--- config.mk ---
export PLATFORM = sky130hd
export DESIGN_NAME = gated_charge_counter
export DESIGN_NICKNAME = d
export VERILOG_FILES = /design/src/rtl/gcc_pkg.sv /design/src/rtl/gcc_ref_divider.sv /design/src/rtl/gcc_gate_window.sv /design/src/rtl/gcc_prescaler.sv /design/src/rtl/gcc_bcd_scaler.sv /design/src/rtl/gated_charge_counter.sv
export SDC_FILE = /design/constraint.sdc
export NUM_CORES = 1
export LEC_CHECK = 0
export ABC_AREA = 1
export BUFFER_PORTS_ARGS = -buffer_cell sky130_fd_sc_hd__buf_4
export CAP_MARGIN = 10
export CORE_MARGIN = 5
export CORE_UTILIZATION = 55
export CTS_CLUSTER_DIAMETER = 120
export DETAILED_ROUTE_END_ITERATION = 6
export GPL_TIMING_DRIVEN = 1
export PLACE_DENSITY = 0.84
export REMOVE_ABC_BUFFERS = 1
export SETUP_SLACK_MARGIN = 0.3
export SLEW_MARGIN = 25
export SYNTH_ARGS = -nofsm -noshare
export SYNTH_HDL_FRONTEND = slang
export SYNTH_SLANG_ARGS = --single-unit
--- constraint.sdc ---
create_clock -name clk -period 2.01 [get_ports clk]
set_input_delay 0.3015 -clock clk [delete_from_list [all_inputs] [get_ports clk]]
set_output_delay 0.3015 -clock clk [all_outputs]
set_load 0.01 [all_outputs]
--- src/rtl/gcc_pkg.sv ---
package gcc_pkg;
  typedef logic [3:0] bcd_t;
  localparam bcd_t BCD_TOP = 4'd9;

  function automatic bcd_t bcd_next(input bcd_t d);
    return (d == BCD_TOP) ? 4'd0 : d + 4'd1;
  endfunction
endpackage

--- src/rtl/gcc_ref_divider.sv ---
module gcc_ref_divider #(
  parameter int DIV = 5
) (
  input  logic clk,
  input  logic rst,
  output logic tick_o
);
  localparam int CW = (DIV > 2) ? $clog2(DIV) : 1;
  localparam logic [CW-1:0] LAST = CW'(DIV - 1);

  logic [CW-1:0] cnt;

  always_ff @(posedge clk) begin
    if (rst) begin
      cnt    <= '0;
      tick_o <= 1'b0;
    end else begin
      cnt    <= (cnt == LAST) ? '0 : cnt + 1'b1;
      tick_o <= (cnt == LAST);
    end
  end
endmodule

--- src/rtl/gcc_gate_window.sv ---
module gcc_gate_window #(
  parameter int SYNC_STAGES = 2
) (
  input  logic clk,
  input  logic rst,
  input  logic gate_i,
  input  logic tick_i,
  output logic pulse_o
);
  logic [SYNC_STAGES-1:0] sync_q;

  always_ff @(posedge clk) begin
    if (rst) begin
      sync_q  <= '0;
      pulse_o <= 1'b0;
    end else begin
      sync_q  <= {sync_q[SYNC_STAGES-2:0], gate_i};
      pulse_o <= tick_i & sync_q[SYNC_STAGES-1];
    end
  end
endmodule

--- src/rtl/gcc_prescaler.sv ---
module gcc_prescaler #(
  parameter int RATIO = 100
) (
  input  logic clk,
  input  logic rst,
  input  logic clr,
  input  logic pulse_i,
  output logic pulse_o
);
  localparam int CW = (RATIO > 2) ? $clog2(RATIO) : 1;
  localparam logic [CW-1:0] LAST = CW'(RATIO - 1);

  logic [CW-1:0] cnt;

  always_ff @(posedge clk) begin
    if (rst || clr) begin
      cnt     <= '0;
      pulse_o <= 1'b0;
    end else begin
      pulse_o <= pulse_i && (cnt == LAST);
      if (pulse_i) cnt <= (cnt == LAST) ? '0 : cnt + 1'b1;
    end
  end
endmodule

--- src/rtl/gcc_bcd_scaler.sv ---
module gcc_bcd_scaler
  import gcc_pkg::*;
#(
  parameter int DIGITS = 6
) (
  input  logic              clk,
  input  logic              rst,
  input  logic              clr,
  input  logic              step_i,
  output logic [4*DIGITS-1:0] bcd_o,
  output logic              ovf_o
);
  logic [DIGITS:0] carry;
  assign carry[0] = step_i;

  for (genvar d = 0; d < DIGITS; d++) begin : g_decade
    bcd_t digit_q;
    assign carry[d+1] = carry[d] && (digit_q == BCD_TOP);
    assign bcd_o[4*d +: 4] = digit_q;

    always_ff @(posedge clk) begin
      if (rst || clr)    digit_q <= '0;
      else if (carry[d]) digit_q <= bcd_next(digit_q);
    end
  end

  always_ff @(posedge clk) begin
    if (rst || clr)          ovf_o <= 1'b0;
    else if (carry[DIGITS])  ovf_o <= 1'b1;
  end
endmodule

--- src/rtl/gated_charge_counter.sv ---
module gated_charge_counter #(
  parameter int DIV      = 5,
  parameter int PRESCALE = 100,
  parameter int DIGITS   = 6
) (
  input  logic                clk,
  input  logic                rst,
  input  logic                clr,
  input  logic                deint_gate,
  output logic                conv_clk_en,
  output logic                gated_pulse,
  output logic                scaled_pulse,
  output logic [4*DIGITS-1:0] scaler_bcd,
  output logic                overflow
);
  gcc_ref_divider #(.DIV(DIV)) u_div (
    .clk(clk), .rst(rst), .tick_o(conv_clk_en)
  );

  gcc_gate_window #(.SYNC_STAGES(2)) u_gate (
    .clk(clk), .rst(rst), .gate_i(deint_gate),
    .tick_i(conv_clk_en), .pulse_o(gated_pulse)
  );

  gcc_prescaler #(.RATIO(PRESCALE)) u_pre (
    .clk(clk), .rst(rst), .clr(clr),
    .pulse_i(gated_pulse), .pulse_o(scaled_pulse)
  );

  gcc_bcd_scaler #(.DIGITS(DIGITS)) u_scaler (
    .clk(clk), .rst(rst), .clr(clr), .step_i(scaled_pulse),
    .bcd_o(scaler_bcd), .ovf_o(overflow)
  );
endmodule

== Word level (Yosys, flattened, before mapping) ==
Cells that the tools add are included.
Word-level totals
  register bits: 40
  output and inout port bits: 28
Operators by class
  eq/ne operators: 8
  muxes and demuxes: 7
  add/subtract/negate cells: 8
  bitwise gates (word level): 1
  reduce and logical (&&, ||, !) cells: 9
Operator list (number)
  4-bit by 1-bit adder with 4-bit output, second input constant: 6
  4-bit equality test, second input constant: 6
  4-bit 2-to-1 mux: 6
  7-bit by 1-bit adder with 7-bit output, second input constant: 1
  7-bit equality test, second input constant: 1
  1-bit logical AND: 7
  7-bit 2-to-1 mux: 1
  3-bit by 1-bit adder with 3-bit output, second input constant: 1
  3-bit equality test, second input constant: 1
  2-bit OR reduction: 1
  1-bit bitwise AND: 1
  1-bit logical OR: 1

== Depth between registers and ports, before layout ==
  depth in word-level cells: 7
  mapped depth: 9
  gate-level depth less buffers: 9

== Modules after synthesis ==
A second synthesis with hierarchy kept.
Unflattened totals
  cell total of the unflattened synthesis: 261
  area total of the unflattened synthesis: 1879.3 um^2
By module, submodules not included
  gcc_bcd_scaler: seq. area each 500.5 um^2, instances 1, cells each 173, area each 1227.4 um^2
  gcc_prescaler: seq. area each 160.2 um^2, instances 1, cells each 58, area each 402.9 um^2
  gcc_ref_divider: seq. area each 80.1 um^2, instances 1, cells each 21, area each 166.4 um^2
  gcc_gate_window: seq. area each 60.1 um^2, instances 1, cells each 9, area each 82.6 um^2

== Worst setup path after synthesis ==
Ideal clock, no wire load.
  path kind: flip-flop to flip-flop
  start point: reg u_scaler.g_decade[2].digit_q[0]
  end point: reg u_scaler.g_decade[4].digit_q[1]
  path buffers: 1
  arrival time: 1194 ps
  cell stages (with the launch flop): 9
  slack: 702 ps
  data required time: 1897 ps
  cell sequence: dfxtp_1 -> nand2_1 -> nor2_1 -> nand3_4 -> nor2_4 -> buf_6 -> nand2_1 -> nand3_1 -> nand2_1
Between the ends
  longest elaborated chain between the ends: 3
RTL lines
  start, declared: RTL line gcc_bcd_scaler.sv:17  | bcd_t digit_q;
  start signal, assigned: RTL line gcc_bcd_scaler.sv:23  | else if (carry[d]) digit_q <= bcd_next(digit_q);
  4-bit equality test: RTL line gcc_bcd_scaler.sv:18  | assign carry[d+1] = carry[d] && (digit_q == BCD_TOP);
  1-bit logical AND (2 in a row): RTL line gcc_bcd_scaler.sv:18
  end signal, assigned: RTL line gcc_bcd_scaler.sv:23
  end, declared: RTL line gcc_bcd_scaler.sv:17
Every way passes these cells.
A chain may end at the register's enable or synchronous reset.

== Worst setup path after layout ==
  start point: reg u_scaler.g_decade[2].digit_q[1]
  end point: reg u_scaler.g_decade[4].digit_q[3]
Same word-level chain as after synthesis.

==> impl_metrics.tcl <==
set metrics [dict create \
    synthesis.area_sq_um 1814 \
    drc 0 \
    wl_met3_um 231 \
    cts.path.max_buffers 2 \
    row_count 20 \
    yosys_warning_count 0 \
    routabilityCongestion 0.8152 \
    finalSetupViolCount 0 \
    postCtsSetupBuffers 0 \
    detail_route.vias_per_cell 4.874 \
    drive_gt1_share_pct 19.57 \
    cp.required_ps 2250 \
    synth_area_leaders "sky130_fd_sc_hd__dfxtp_1 (44%), sky130_fd_sc_hd__nand2_1 (10%), sky130_fd_sc_hd__nor2_1 (7.9%)" \
    critPathCaptureType "register" \
    postSynthCellCount 245 \
    detailedPlacementHpwl_um 2625 \
    worst_slew_pin_slew_ps 257.4 \
    yosys.cell_types.count 29 \
    synth-compound-area-share_pct 8.345 \
    final_critical_path_setup_slack_ps 577.3 \
    routed_wire_length_per_instance_um 10.63 \
    synthAdderAreaFrac_pct 2.069 \
    criticalPathCategory "reg -> reg" \
    m1WireLength_um 1554 \
    hold_ws_ps 148.3 \
    setup-tns-final_ps 0 \
    detailroute.via_count 1584 \
    buffer_ports.inserted 31 \
    final-hold-violation-count 0 \
    route.top_layer_used "met4" \
    p_leak_uw 0.0008008 \
    yosysTopAreaCell "sky130_fd_sc_hd__dfxtp_1" \
    placement.setup.worst_slack_ps 588.2 \
    postSynthRegisterBits 40 \
    post_synth.cell_area_avg_sq_um 7.405 \
    path_max_fanout 11 \
    final_max_slew_viol_count 0 \
    fraction_of_the_yosys_area_taken_by_sequential_cells_pct 44.14 \
    grt_util_all_layers_pct 17.17 \
    synth_top_family_by_area "simple AND/OR/NAND/NOR gates" \
    number_of_max_capacitance_violations_reported 0 \
    clockRootBuffer "sky130_fd_sc_hd__clkbuf_4" \
    yosys.area_share.simple_pct 32.97 \
    cts-buffers-inserted 5 \
    clock-skew-final_ps 18.17 \
    cts.sinks 40 \
    drt_initial_violations 70 \
    drt.antenna.violating_nets 0 \
    power.density_nw_per_um2 595.6 \
    die-height_um 67.44 \
    setup.worst_path.start_class "register" \
    gr-total-overflow 0 \
    final_nets 287 \
    routed-wl-met2_um 1616 \
    global_route_wire_length_before_repair_um 5940 \
    tightest_slew_margin_relative_to_the_limit_pct 82.77 \
    clock.fmax_mhz 698.0 \
    grt_start_max_net_pins 17 \
    synth-async-reset-ratio_pct 0 \
    drtPass1Iterations 4 \
    layout_min_cycle_time_ps 1433 \
    cts.hold.buffers_added 0 \
    drt_wl_total_um 3454 \
    timing.critical_path.arrival_ps 1680 \
    initial_antenna_violation_count 0 \
    floorplan.die.width_um 67.44 \
    core_occupancy_in_the_finished_layout_pct 69.03 \
    clk-insertion-delay-late_ps 350 \
    vdd.ir_drop.worst_mv 0.4609 \
    yosys.cell_count.top_type "sky130_fd_sc_hd__nand2_1" \
    rsz0062_at_grt "no" \
    hold_class "in -> reg" \
    antennaDiodeCount 0 \
    status "finished clean" \
    first_global_vias 1440 \
    starting_density_pct 58.47 \
    synth_commonest_cells "sky130_fd_sc_hd__nand2_1 (49), sky130_fd_sc_hd__dfxtp_1 (40), sky130_fd_sc_hd__nor2_1 (38)" \
    synth.top_cell.area_share_pct 44.14 \
    die-area_sq_um 4547 \
    area_delta_synth_final_pct 18.07 \
    ys.flop_type "sky130_fd_sc_hd__dfxtp_1" \
    path_clk_slew_ps 110 \
    period_share_pct 71.28 \
    cts_resized 0 \
    core-area_sq_um 3103 \
    tritoncts_clock_tree "built" \
    synth_xor_xnor_area_share_pct 2.897 \
    cts_max_level 2 \
    synth_edf_count 0 \
    pin_count 32 \
    num-fill-cells 307 \
    synth_mux_area_share_pct 0.5517 \
]
[registers in the layout, summed over array words and instances (netlist names)]
name,count
u_gate.pulse_o,1
u_pre.cnt,7
u_gate.sync_q,2
u_scaler.g_decade.digit_q,24
u_div.cnt,3
u_div.tick_o,1
u_pre.pulse_o,1
u_scaler.ovf_o,1
[per-stage QoR]
step	instances	total power, uW	area [sq um]
CTS	325	1287	2142
global placement	317	871.1	2081
finish	325	1276	2142
detailed placement	317	872.0	2081
global route	325	1340	2142
floorplan	241	855.7	1785
[power breakdown]
part           internal, uW  switching [uW]
combinational          18.5            28.5
sequential              802            4.85
clock                   167             256
[layout by cell type, fill, tap and decap left out, types with 2 or more instances in the layout]
| master | synthesis | routed |
|---|---|---|
| sky130_fd_sc_hd__nor2_1 | 38 | 38 |
| sky130_fd_sc_hd__clkinv_2 | 0 | 2 |
| sky130_fd_sc_hd__inv_1 | 30 | 30 |
| sky130_fd_sc_hd__nand4_1 | 4 | 4 |
| sky130_fd_sc_hd__a21oi_1 | 11 | 11 |
| sky130_fd_sc_hd__xor2_1 | 4 | 4 |
| sky130_fd_sc_hd__dfxtp_1 | 40 | 40 |
| sky130_fd_sc_hd__nor3b_1 | 6 | 6 |
| sky130_fd_sc_hd__nor3_1 | 6 | 6 |
| sky130_fd_sc_hd__xnor2_1 | 2 | 2 |
| sky130_fd_sc_hd__nor2_4 | 4 | 4 |
| sky130_fd_sc_hd__nand2_1 | 49 | 49 |
| sky130_fd_sc_hd__nand3_1 | 16 | 16 |
| sky130_fd_sc_hd__o21ai_0 | 9 | 9 |
| sky130_fd_sc_hd__clkbuf_4 | 0 | 5 |
| sky130_fd_sc_hd__ha_1 | 3 | 3 |
| sky130_fd_sc_hd__a21oi_2 | 2 | 2 |
| sky130_fd_sc_hd__o21ai_1 | 2 | 2 |
| sky130_fd_sc_hd__inv_2 | 6 | 6 |
| sky130_fd_sc_hd__buf_4 | 1 | 32 |
[critical path, stage by stage (launching register included)]
cell and delay (ps):
sky130_fd_sc_hd__dfxtp_1 350, sky130_fd_sc_hd__inv_2 70, sky130_fd_sc_hd__nand2_1 60, sky130_fd_sc_hd__nor2_1 240
sky130_fd_sc_hd__nand3_4 140, sky130_fd_sc_hd__nor2_4 230, sky130_fd_sc_hd__inv_1 110, sky130_fd_sc_hd__nand2_1 90
sky130_fd_sc_hd__a21oi_2 50
[routing by layer]
metal	global-route usage, %	up-vias
met5	0	-
met4	6.835	0
met3	4.493	4
met2	29.57	41
met1	20.25	687
li1	-	852
[final timing paths]
kind / startpoint / to / slack (ps) / cells after the start
max: u_scaler.g_decade[2].digit_q[1] / u_scaler.g_decade[4].digit_q[3] / 580 / 8
min reg2reg: u_gate.sync_q[0] / u_gate.sync_q[1] / 410 / 2
max reg2reg: u_scaler.g_decade[2].digit_q[1] / u_scaler.g_decade[4].digit_q[3] / 580 / 8
min: rst / u_gate.sync_q[1] / 150 / 2
[final cells by class]
cell class / instances / area, sq um / share of cell area, %
clock inverter: 2 / 10.01 / 0.4673
timing repair buffer: 32 / 240.2 / 11.21
multi-input combinational: 165 / 849.6 / 39.66
sequential: 40 / 800.8 / 37.38
clock buffer: 6 / 51.30 / 2.395
tap: 44 / 55.05 / 2.570
inverter: 36 / 135.1 / 6.308
[cells by family after synthesis]
family,after synthesis
xor+xnor,6
simple gates,128
fa+ha+maj,3
mux,1
compound gates,27
flops,40
buf+inv,40
Power figures use the tool's default switching activity.
